**config.mk**
```make
export PLATFORM = sky130hd
export DESIGN_NAME = load_exec_unit
export DESIGN_NICKNAME = d
export VERILOG_FILES = /design/src/rtl/ldu_pkg.sv /design/src/rtl/ldu_agen.sv /design/src/rtl/ldu_lane.sv /design/src/rtl/ldu_slot.sv /design/src/rtl/load_exec_unit.sv
export SDC_FILE = /design/constraint.sdc
export NUM_CORES = 1
export LEC_CHECK = 0
export ABC_AREA = 0
export BUFFER_PORTS_ARGS = -buffer_cell sky130_fd_sc_hd__buf_2
export CAP_MARGIN = 20
export CORE_MARGIN = 2
export CORE_UTILIZATION = 40
export DETAILED_ROUTE_END_ITERATION = 8
export PLACE_DENSITY = 0.62
export SLEW_MARGIN = 10
export SYNTH_ARGS = -nofsm -noshare
export SYNTH_HDL_FRONTEND = slang
export SYNTH_SLANG_ARGS = --single-unit
```
**constraint.sdc**
```tcl
create_clock -name clk -period 4.65 [get_ports clk]
set_input_delay 0.465 -clock clk [delete_from_list [all_inputs] [get_ports clk]]
set_output_delay 0.465 -clock clk [all_outputs]
set_load 0.05 [all_outputs]
```
**src/rtl/ldu_pkg.sv**
```systemverilog
package ldu_pkg;
    localparam int XLEN = 32;
    localparam int RIDX = 5;
    localparam int LANES = XLEN / 8;
    localparam int LOW = $clog2(LANES);

    typedef enum logic [1:0] {
        SZ_BYTE = 2'b00,
        SZ_HALF = 2'b01,
        SZ_WORD = 2'b10,
        SZ_RSVD = 2'b11
    } ld_size_e;

    // control carried through phases two and three
    typedef struct packed {
        logic            valid;
        logic            err;
        ld_size_e        size;
        logic            uns;
        logic [RIDX-1:0] dst;
        logic [XLEN-1:0] addr;
    } ld_ctl_t;

    // result carried through phases four and five
    typedef struct packed {
        logic            valid;
        logic            err;
        logic [RIDX-1:0] dst;
        logic [XLEN-1:0] data;
    } ld_res_t;

    function automatic logic bad_align(ld_size_e sz, logic [LOW-1:0] lo);
        case (sz)
            SZ_BYTE: return 1'b0;
            SZ_HALF: return lo[0];
            default: return |lo;
        endcase
    endfunction
endpackage

```
**src/rtl/ldu_agen.sv**
```systemverilog
module ldu_agen
    import ldu_pkg::*;
(
    input  logic            valid,
    input  logic            advance,
    input  ld_size_e        size,
    input  logic            uns,
    input  logic [XLEN-1:0] base,
    input  logic [XLEN-1:0] offset,
    input  logic [RIDX-1:0] breg,
    input  logic [RIDX-1:0] dst,
    output logic            bwr_valid,
    output logic [RIDX-1:0] bwr_idx,
    output logic [XLEN-1:0] bwr_data,
    output ld_ctl_t         e1
);
    logic take;

    assign take      = valid & advance;
    // post-increment committed at the end of phase one
    assign bwr_valid = take;
    assign bwr_idx   = breg;
    assign bwr_data  = base + offset;

    always_comb begin
        e1.valid = take;
        e1.err   = bad_align(size, base[LOW-1:0]);
        e1.size  = size;
        e1.uns   = uns;
        e1.dst   = dst;
        e1.addr  = base;
    end
endmodule

```
**src/rtl/ldu_lane.sv**
```systemverilog
module ldu_lane
    import ldu_pkg::*;
(
    input  ld_size_e        size,
    input  logic            uns,
    input  logic [LOW-1:0]  lo,
    input  logic [XLEN-1:0] word,
    output logic [XLEN-1:0] data
);
    logic [7:0]  bsel;
    logic [15:0] hsel;
    logic        bsign;
    logic        hsign;

    always_comb begin
        case (lo)
            2'd0:    bsel = word[7:0];
            2'd1:    bsel = word[15:8];
            2'd2:    bsel = word[23:16];
            default: bsel = word[31:24];
        endcase
        hsel  = lo[1] ? word[31:16] : word[15:0];
        bsign = bsel[7] & ~uns;
        hsign = hsel[15] & ~uns;
        case (size)
            SZ_BYTE: data = {{(XLEN-8){bsign}}, bsel};
            SZ_HALF: data = {{(XLEN-16){hsign}}, hsel};
            default: data = word;
        endcase
    end
endmodule

```
**src/rtl/ldu_slot.sv**
```systemverilog
module ldu_slot
    import ldu_pkg::*;
(
    input  logic            clk,
    input  logic            rst,
    input  logic            advance,
    input  ld_ctl_t         e1,
    output logic            mem_req,
    output logic [XLEN-1:0] mem_addr,
    input  logic [XLEN-1:0] mem_rdata,
    input  logic            mem_ready,
    output logic            hold_req,
    output logic            rwr_valid,
    output logic [RIDX-1:0] rwr_idx,
    output logic [XLEN-1:0] rwr_data,
    output logic            err_pulse
);
    ld_ctl_t e2_q, e3_q;
    ld_res_t e4_q, e5_q;
    ld_res_t e3_res;
    logic [XLEN-1:0] sized;

    ldu_lane u_lane (
        .size (e3_q.size),
        .uns  (e3_q.uns),
        .lo   (e3_q.addr[LOW-1:0]),
        .word (mem_rdata),
        .data (sized)
    );

    assign mem_req  = e3_q.valid & ~e3_q.err;
    assign mem_addr = e3_q.addr;
    assign hold_req = mem_req & ~mem_ready;

    always_comb begin
        e3_res.valid = e3_q.valid;
        e3_res.err   = e3_q.err;
        e3_res.dst   = e3_q.dst;
        e3_res.data  = e3_q.err ? '0 : sized;
    end

    always_ff @(posedge clk) begin
        if (rst) begin
            e2_q <= '0;
            e3_q <= '0;
            e4_q <= '0;
            e5_q <= '0;
        end else if (advance) begin
            e2_q <= e1;
            e3_q <= e2_q;
            e4_q <= e3_res;
            e5_q <= e4_q;
        end
    end

    // write happens once, at the edge that closes phase five
    assign rwr_valid = e5_q.valid & ~e5_q.err & advance;
    assign rwr_idx   = e5_q.dst;
    assign rwr_data  = e5_q.data;
    assign err_pulse = e5_q.valid & e5_q.err & advance;

    a_r6_freeze: assert property (@(posedge clk) disable iff (rst)
        !advance |=> $stable(e2_q) && $stable(e3_q) && $stable(e4_q) && $stable(e5_q));

    a_r1_phase_advance: assert property (@(posedge clk) disable iff (rst)
        advance && e4_q.valid |=> e5_q.valid);

    a_r9_half_aligned: assert property (@(posedge clk) disable iff (rst)
        mem_req && e3_q.size == SZ_HALF |-> !e3_q.addr[0]);

    a_r9_word_aligned: assert property (@(posedge clk) disable iff (rst)
        mem_req && e3_q.size[1] |-> e3_q.addr[LOW-1:0] == '0);

    a_r5_byte_zero_ext: assert property (@(posedge clk) disable iff (rst)
        advance && mem_req && e3_q.uns && e3_q.size == SZ_BYTE |=> e4_q.data[XLEN-1:8] == '0);
endmodule

```
**src/rtl/load_exec_unit.sv**
```systemverilog
module load_exec_unit
    import ldu_pkg::*;
#(
    parameter int NSLOT = 2
) (
    input  logic                        clk,
    input  logic                        rst,
    input  logic [NSLOT-1:0]            iss_valid,
    input  logic [NSLOT-1:0][1:0]       iss_size,
    input  logic [NSLOT-1:0]            iss_unsigned,
    input  logic [NSLOT-1:0][XLEN-1:0]  iss_base,
    input  logic [NSLOT-1:0][XLEN-1:0]  iss_offset,
    input  logic [NSLOT-1:0][RIDX-1:0]  iss_breg,
    input  logic [NSLOT-1:0][RIDX-1:0]  iss_dst,
    output logic                        pipe_hold,
    output logic [NSLOT-1:0]            bwr_valid,
    output logic [NSLOT-1:0][RIDX-1:0]  bwr_idx,
    output logic [NSLOT-1:0][XLEN-1:0]  bwr_data,
    output logic [NSLOT-1:0]            mem_req,
    output logic [NSLOT-1:0][XLEN-1:0]  mem_addr,
    input  logic [NSLOT-1:0][XLEN-1:0]  mem_rdata,
    input  logic [NSLOT-1:0]            mem_ready,
    output logic [NSLOT-1:0]            rwr_valid,
    output logic [NSLOT-1:0][RIDX-1:0]  rwr_idx,
    output logic [NSLOT-1:0][XLEN-1:0]  rwr_data,
    output logic [NSLOT-1:0]            misalign_err
);
    logic [NSLOT-1:0] hold_req;
    logic             advance;

    assign pipe_hold = |hold_req;
    assign advance   = ~pipe_hold;

    for (genvar g = 0; g < NSLOT; g++) begin : g_slot
        ld_ctl_t e1;

        ldu_agen u_agen (
            .valid     (iss_valid[g]),
            .advance   (advance),
            .size      (ld_size_e'(iss_size[g])),
            .uns       (iss_unsigned[g]),
            .base      (iss_base[g]),
            .offset    (iss_offset[g]),
            .breg      (iss_breg[g]),
            .dst       (iss_dst[g]),
            .bwr_valid (bwr_valid[g]),
            .bwr_idx   (bwr_idx[g]),
            .bwr_data  (bwr_data[g]),
            .e1        (e1)
        );

        ldu_slot u_slot (
            .clk       (clk),
            .rst       (rst),
            .advance   (advance),
            .e1        (e1),
            .mem_req   (mem_req[g]),
            .mem_addr  (mem_addr[g]),
            .mem_rdata (mem_rdata[g]),
            .mem_ready (mem_ready[g]),
            .hold_req  (hold_req[g]),
            .rwr_valid (rwr_valid[g]),
            .rwr_idx   (rwr_idx[g]),
            .rwr_data  (rwr_data[g]),
            .err_pulse (misalign_err[g])
        );

        a_r6_issue_blocked: assert property (@(posedge clk) disable iff (rst)
            pipe_hold |-> !bwr_valid[g] && !rwr_valid[g]);
    end

    a_r10_quiet_after_reset: assert property (@(posedge clk)
        $past(rst) |-> !(|rwr_valid) && !(|mem_req) && !(|misalign_err));
endmodule

```
Word level (Yosys, flattened, before mapping)
Index checks and enable logic that the tools add are counted.
{"block": "totals", "wordCells": 96, "inputBits": 224, "reg_bits": 324, "out_inout_bits": 221}
{"block": "op_classes", "eq_ne": 8, "reduce_logical": 9, "n_bitwise": 27, "muxes": 10, "n_addsub": 2}
{"operator": "$pmux W32 S2", "n": 2}
{"operator": "$add A32 B32 Y32", "n": 2}
{"operator": "$mux W32", "n": 2}
{"operator": "$pmux W8 S3", "n": 2}
{"operator": "$mux W16", "n": 2}
{"operator": "$and A1 B1 Y1", "n": 18}
{"operator": "$eq A2 B1 Y1 const B", "n": 6}
{"operator": "$logic_not A2 Y1", "n": 6}
{"operator": "$not A1 Y1", "n": 9}
{"operator": "$reduce_or A2 Y1", "n": 3}
{"operator": "$eq A2 B2 Y1 const B", "n": 2}
{"operator": "$pmux W1 S2", "n": 2}

Logic depth before layout (Yosys ltp)
Gate-level depths: netlist of the first run.
{"block": "logic_depth", "word_depth": 6, "depth_mapped": 10}

Modules after synthesis
From an unflattened synthesis of the first run, not the netlist that was laid out.
{"block": "unflattened", "cells_unflattened": 2080, "area_unflattened_um2": 18863.1}
{"mod": "ldu_slot", "n_inst": 2, "seq_area_each_um2": 3243.1, "cells_per_inst": 635, "area_per_inst_um2": 6511.2}
{"mod": "ldu_agen (g_slot[0].u_agen)", "n_inst": 1, "seq_area_each_um2": 0.0, "cells_per_inst": 291, "area_per_inst_um2": 2108.3}
{"mod": "ldu_agen (g_slot[1].u_agen)", "n_inst": 1, "seq_area_each_um2": 0.0, "cells_per_inst": 287, "area_per_inst_um2": 2030.7}
{"mod": "ldu_lane", "n_inst": 2, "seq_area_each_um2": 0.0, "cells_per_inst": 115, "area_per_inst_um2": 845.8}
{"mod": "load_exec_unit", "n_inst": 1, "seq_area_each_um2": 0.0, "cells_per_inst": 2, "area_per_inst_um2": 10.0}

Worst setup path before layout of the first run
OpenSTA, ideal clock, no wires.
{"block": "synth_path", "kind": "input to output", "from": "input iss_base[0] (netlist bit)", "to": "output bwr_data[28] (netlist bit)", "t_arrival_ns": 3.363, "slack_ns": 0.822, "n_path_buf": 0, "stages": 10, "required_ns": 4.185, "cell_sequence": "ha_1 -> fa_1 -> a21oi_1 -> o211ai_1 -> nand2_1 -> nand2_1 -> a31o_2 -> a221oi_2 -> nor3b_1 -> a211oi_1"}
{"item": "from (decl)", "line": "load_exec_unit.sv:11", "rtl": "input logic [NSLOT-1:0][XLEN-1:0] iss_base,"}
{"item": "to (decl)", "line": "load_exec_unit.sv:18", "rtl": "output logic [NSLOT-1:0][XLEN-1:0] bwr_data,"}

==> flow_metrics.py, run 1 <==
metrics = {
    "hold_path": {
        "min_from": "iss_dst[4]",
        "hold_class": "in -> reg",
    },
    "synth": {
        "ys_seq_area_share_pct": 39.07,
        "synthCells": 2194,
        "ys_top_cells_by_area": "dfxtp_1, nand2_1, a21oi_1, buf_4, ha_1",
        "post_synth_num_cell_types": 64,
        "syn_area_um2": 16600,
        "syn_nets": 2482,
        "ys.flop_type": "dfxtp_1",
        "yosysWarnings": 0,
        "async_flop_share_pct": 0,
        "yosysTopAreaCell": "dfxtp_1",
        "synth-edff-count": 0,
        "synth_top_area_share_pct": 39.07,
        "ys_ff_latch": 324,
        "avgSynthCellArea_um2": 7.568,
    },
    "floorplan": {
        "coreArea_um2": 40920,
        "die_h_um": 207.7,
        "pin_count": 445,
        "rows": 74,
        "initial_core_util_pct": 40.57,
        "fp.dieW_um": 207.7,
        "die_area_um2": 43150,
    },
    "critical_path": {
        "cp.arrival_ns": 3.51,
        "startpoint": "iss_base[32]",
        "cp_max_fo": 4,
        "cp-start-kind": "input pin",
        "worstSetupPathDepth": 12,
        "path_cells": "buf_2, ha_1, fa_1, a21oi_1, o211ai_1, a311oi_1, o21ai_1, a21o_1, a31oi_1, o211ai_1, xor2_1, buf_2",
        "cp.buffers_inverters": 2,
        "endpoint_kind": "primary output",
        "r2r_cells": 8,
        "r2r-end": "g_slot[1].u_slot.e4_q[3]",
        "cp_slowest_cell": "fa_1",
        "ff2ff_setup_slack_ns": 1.37,
        "worst-endpoint-required_ns": 4.18,
        "timing.rr.start": "g_slot[1].u_slot.e3_q[40]",
        "slowest_delay_ns": 0.44,
        "critPathKind": "in -> out",
        "crit_end": "bwr_data[60]",
        "cp_top_family": "compound AO/OA/AOI/OAI gates",
    },
    "placed_design": {
        "port_buffers": 424,
        "placed_cells": 2873,
        "dp_slack_ns": 0.7414,
        "gp_congestion": 0.9291,
        "dp_hpwl_mm": 35.46,
    },
    "clock_tree": {
        "numCtsBuffers": 36,
        "post-cts-setup-buffers": 0,
        "cts-root-buf": "clkbuf_16",
        "htreeDepth": 2,
        "cts_buffer_depth": 3,
        "cts_tree": "yes",
        "cts.clk_slew.worst_paths_ns": 0.06,
        "cts_resized": 0,
        "clk_latency_ns": 0.54,
        "cts_sinks": 324,
        "postCtsHoldBufs": 0,
    },
    "finish": {
        "fillerInstances": 4232,
        "post_layout_nonfiller_instances": 2938,
        "num-nets-final": 2667,
        "drive_gt1_share_pct": 22.00,
        "area_growth_pct": 14.82,
    },
    "pwr": {
        "p_int_uw": 5472,
        "switching_power_uw": 2963,
        "power_density_nw_per_um2": 442.4,
        "share_comb_of_total_power_pct": 27.5,
        "p_leak_uw": 0.008427,
        "clkPwrFrac_pct": 35.2,
        "swShare_pct": 35.13,
        "seqPwrFrac_pct": 37.4,
        "ir_worst_vdd_v": 0.0002459,
    },
    "sta": {
        "fmax_mhz": 251.9,
        "fin_crit_sh_pct": 85.39,
        "finalWorstSetupSlack_ns": 0.6796,
        "min_period_ns": 3.970,
        "rsz0062_at_grt": "no",
        "finalSetupViolations": 0,
        "hold_ws_ns": 0.1635,
        "tightestPinTransition_ns": 0.9883,
        "slew_viol_final": 0,
        "hold_viol": 0,
        "max-slew-margin-rel_pct": 34.11,
        "finalSetupTns_ns": 0,
        "skew_ns": 0.02358,
    },
    "global_route": {
        "grt_antenna_before_repair": 7,
        "first_global_vias": 14506,
        "grt_overflow": 0,
        "grt_max_degree": 186,
        "grt_pass1_wl_mm": 76.78,
        "grtUsageTotal_pct": 21.82,
    },
    "detailed_routing": {
        "viasPerCell": 5.154,
        "drcViolationCount": 0,
        "first_pass_iters": 7,
        "drt-wirelength-per-cell_um": 16.78,
        "first_iter_violations": 866,
        "antenna_left": 0,
        "dr_total_vias": 15141,
        "totalWireLength_mm": 49.29,
    },
    "outcome": {
        "status": "finished, final reports clean",
    },
    "job": {
        "maxCapViolCount": 0,
    },
}
-- worst reg2reg max path, stage by stage, from the launching register on --
cell	delay [ns]
dfxtp_1	0.68
nor2b_1	0.19
nor2b_1	0.23
nor2_4	0.22
buf_12	0.51
buf_4	0.90
o211a_1	0.31
a21oi_1	0.05
nor2_1	0.12
-- layout make-up --
class | count | area [µm²] | area share, %
clock buffers | 50 | 1055 | 5.533
diodes | 1 | 2.502 | 0.01313
well taps | 532 | 665.6 | 3.492
multi-input cells | 1562 | 8338 | 43.74
inverters | 18 | 75.07 | 0.3938
flip-flops and latches | 324 | 6486 | 34.02
repair buffers | 437 | 2255 | 11.83
clock inverters | 14 | 186.4 | 0.9779
-- logic make-up after synthesis --
group           share of synthesized area (%)
compound gates                          20.60
xor+xnor                                3.007
fa+ha+maj                               4.913
buf+inv                                 10.75
flops                                   39.07
mux                                     2.050
simple gates                            19.62
-- cell usage after synthesis (5+ instances only) --
cell,instances
a211oi_1,5
a21o_1,27
a21oi_1,413
a311oi_1,6
a31oi_1,8
and3_1,9
buf_1,5
buf_2,25
buf_4,156
clkbuf_1,102
dfxtp_1,324
ha_1,62
inv_1,17
mux2_2,16
mux2i_1,16
nand2_1,635
nand2b_1,20
nand3_1,14
nand4_1,12
nor2_1,72
nor2b_1,15
nor3_1,11
o211a_1,12
o211ai_1,23
o21a_1,5
o21ai_0,59
o21ai_1,6
o21bai_1,6
xnor2_1,33
xor2_1,24
-- state kept, by name, indices dropped and copies added (netlist names) --
register,cells
g_slot.u_slot.e2_q,84
g_slot.u_slot.e4_q,78
g_slot.u_slot.mem_addr,64
g_slot.u_slot.rwr_data,64
g_slot.u_slot.e3_q,20
g_slot.u_slot.rwr_idx,10
g_slot.u_slot.e5_q,4
-- layout by cell type, fill, tap and decap left out, types with 17 or more instances in the layout --
| cell | Yosys | routed |
|---|---|---|
| a21o_1 | 27 | 27 |
| a21oi_1 | 413 | 413 |
| buf_2 | 25 | 423 |
| clkbuf_16 | 0 | 37 |
| dfxtp_1 | 324 | 324 |
| ha_1 | 62 | 62 |
| inv_1 | 17 | 17 |
| nand2_1 | 635 | 635 |
| nand2b_1 | 20 | 20 |
| nor2_1 | 72 | 72 |
| o211ai_1 | 23 | 23 |
| o21ai_0 | 59 | 59 |
| xnor2_1 | 33 | 33 |
| xor2_1 | 24 | 24 |
-- stage by stage --
step	utilization, %	area, µm²	total power [µW]
2_1_floorplan	-	16600	5049
3_3_place_gp	43.54	17820	5505
3_5_place_dp	43.54	17820	5529
4_1_cts	46.58	19060	8526
5_1_grt	46.58	19060	8854
6_report	46.58	19060	8434
-- per-layer routing --
layer	share of wire [%]	vias up	wire, µm	GRT usage [%]
li1	-	7587	-	-
met1	43	6954	21130	27.16
met2	46	479	22690	35.84
met3	7.5	109	3718	5.915
met4	3.4	12	1668	8.657
met5	0.17	-	83	0
-- power by group through the flow --
stage          clock network [µW]  registers (µW)  logic [µW]
6_report                     2970            3150        2320
5_1_grt                      3180            3180        2500
4_1_cts                      3050            3150        2330
3_5_place_dp                    0            3210        2320
3_3_place_gp                    0            3200        2300
2_1_floorplan                   0            3160        1880
-- how the worst min path moves through the flow --
| stage | endpoint | depth (start not counted) |
|---|---|---|
| 2_1_floorplan | g_slot[0].u_slot.e3_q[32] | 2 |
| 3_3_place_gp | g_slot[1].u_slot.rwr_data[10] | 2 |
| 3_5_place_dp | g_slot[1].u_slot.rwr_data[30] | 2 |
| 4_1_cts | g_slot[0].u_slot.e2_q[36] | 3 |
| 5_1_grt | g_slot[1].u_slot.e2_q[5] | 3 |
| 6_report | g_slot[0].u_slot.e2_q[36] | 3 |
No activity file was read; power rests on OpenSTA's default activity.
==> inputs of run 2 (changes only) <==
Settings changed: CTS_BUF_LIST set to sky130_fd_sc_hd__clkbuf_4 sky130_fd_sc_hd__clkbuf_8.
==> flow_metrics.py, run 2 (same netlist as run 1, synthesis figures left out) <==
metrics = {
    "sta": {
        "max-slew-margin-rel_pct": 35.23,
        "min_period_ns": 3.948,
        "fmax_mhz": 253.3,
        "hold_viol": 0,
        "tightestPinTransition_ns": 0.9702,
        "finalSetupTns_ns": 0,
        "finalSetupViolations": 0,
        "slew_viol_final": 0,
        "rsz0062_at_grt": "no",
        "hold_ws_ns": 0.1053,
        "skew_ns": 0.03092,
        "fin_crit_sh_pct": 84.91,
    },
    "floorplan": {
        "rows": 74,
        "die_area_um2": 43150,
        "initial_core_util_pct": 40.57,
        "die_h_um": 207.7,
        "coreArea_um2": 40920,
        "pin_count": 445,
        "fp.dieW_um": 207.7,
    },
    "detailed_routing": {
        "first_iter_violations": 1050,
        "drt-wirelength-per-cell_um": 16.67,
        "viasPerCell": 5.156,
        "totalWireLength_mm": 49.40,
        "antenna_left": 0,
        "dr_total_vias": 15278,
        "first_pass_iters": 6,
        "drcViolationCount": 0,
    },
    "pwr": {
        "ir_worst_vdd_v": 0.0002465,
        "power_density_nw_per_um2": 425.0,
        "p_leak_uw": 0.008406,
        "switching_power_uw": 2914,
        "swShare_pct": 36.25,
        "clkPwrFrac_pct": 32.0,
        "seqPwrFrac_pct": 39.2,
        "p_int_uw": 5125,
        "share_comb_of_total_power_pct": 28.8,
    },
    "clock_tree": {
        "cts.clk_slew.worst_paths_ns": 0.06,
        "postCtsHoldBufs": 0,
        "htreeDepth": 2,
        "clk_latency_ns": 0.62,
        "cts_tree": "yes",
        "post-cts-setup-buffers": 0,
        "numCtsBuffers": 53,
        "cts_sinks": 324,
        "cts_buffer_depth": 3,
        "cts-root-buf": "clkbuf_8",
        "cts_resized": 0,
    },
    "global_route": {
        "grt_overflow": 0,
        "grt_max_degree": 186,
        "grt.met1_usage_pct": 27.07,
        "grt-busiest-layer": "met2",
        "first_global_vias": 14605,
        "grt_util_met2_pct": 35.91,
        "grt_antenna_before_repair": 7,
        "use_met3_pct": 5.961,
        "grt_pass1_wl_mm": 77.01,
        "grtUsageTotal_pct": 21.87,
    },
    "critical_path": {
        "startpoint": "iss_base[32]",
        "worst-endpoint-required_ns": 4.18,
        "cp-start-kind": "input pin",
        "timing.rr.start": "g_slot[1].u_slot.e3_q[40]",
        "critPathKind": "in -> out",
        "cp_max_fo": 4,
        "endpoint_kind": "primary output",
        "cp.arrival_ns": 3.48,
    },
    "placed_design": {
        "gp_congestion": 0.9291,
        "dp_hpwl_mm": 35.46,
        "port_buffers": 424,
    },
    "hold_path": {
        "hold_class": "in -> reg",
        "min_from": "iss_base[42]",
    },
    "finish": {
        "area_growth_pct": 13.93,
        "largest_reg_flops": 84,
        "num-nets-final": 2684,
        "mostFrequentLayoutCell": "nand2_1",
        "fillerInstances": 4274,
        "largestRegisters": "g_slot.u_slot.e2_q (84), g_slot.u_slot.e4_q (78)",
        "drive_gt1_share_pct": 23.00,
        "most-common-layout-cells": "nand2_1, buf_2, a21oi_1",
        "top_register": "g_slot.u_slot.e2_q",
    },
    "job": {
        "maxCapViolCount": 0,
    },
    "outcome": {
        "status": "finished, final reports clean",
    },
}
==> run 2: final timing paths <==
| kind | end | slack [ns] | depth (start not counted) |
|---|---|---|---|
| max | bwr_data[60] | 0.70 | 12 |
| min | g_slot[1].u_slot.e2_q[10] | 0.11 | 3 |
| max reg2reg | g_slot[1].u_slot.e4_q[3] | 1.39 | 8 |
| min reg2reg | g_slot[1].u_slot.e3_q[37] | 0.44 | 2 |
==> run 2: metal layers <==
layer	wire, µm	vias to the layer above
met2	23040	531
met4	1682	12
met3	3815	109
met1	20780	7001
met5	77	-
li1	-	7625
==> run 2: stage by stage <==
stage               cells  utilization (%)  total power [µW]  cell area, µm²  worst slack (ns)
finish               2963            46.22              8038           18920            0.7017
global route         2963            46.22              8467           18920            0.5627
CTS                  2962            46.22              8136           18910            0.7345
detailed placement   2873            43.54              5529           17820            0.7414
global placement     2873            43.54              5505           17820            0.8601
floorplan            2194                -              5049           16600            0.8216
==> run 2: power by group through the flow <==
stage / logic [µW] / registers, µW / clock network (µW)
final: 2320 / 3150 / 2570
after floorplan: 1880 / 3160 / 0
after global placement: 2300 / 3200 / 0
after global routing: 2500 / 3180 / 2790
after CTS: 2330 / 3150 / 2660
after detailed placement: 2320 / 3210 / 0
==> run 2: worst max-delay path, stage by stage <==
cell      delay [ns]
buf_2           0.12
ha_1            0.30
fa_1            0.44
a21oi_1         0.27
o211ai_1        0.17
a311oi_1        0.37
o21ai_1         0.21
a21o_1          0.23
a31oi_1         0.32
o211ai_1        0.16
xor2_1          0.15
buf_2           0.27
==> run 2: layout make-up <==
type | count | area [µm²] | share of cell area, %
inverters | 18 | 75.07 | 0.3969
diodes | 1 | 2.502 | 0.01323
clock inverters | 5 | 50.05 | 0.2646
well taps | 532 | 665.6 | 3.519
repair buffers | 437 | 2255 | 11.92
multi-input cells | 1562 | 8338 | 44.08
flip-flops and latches | 324 | 6486 | 34.29
clock buffers | 84 | 1044 | 5.517
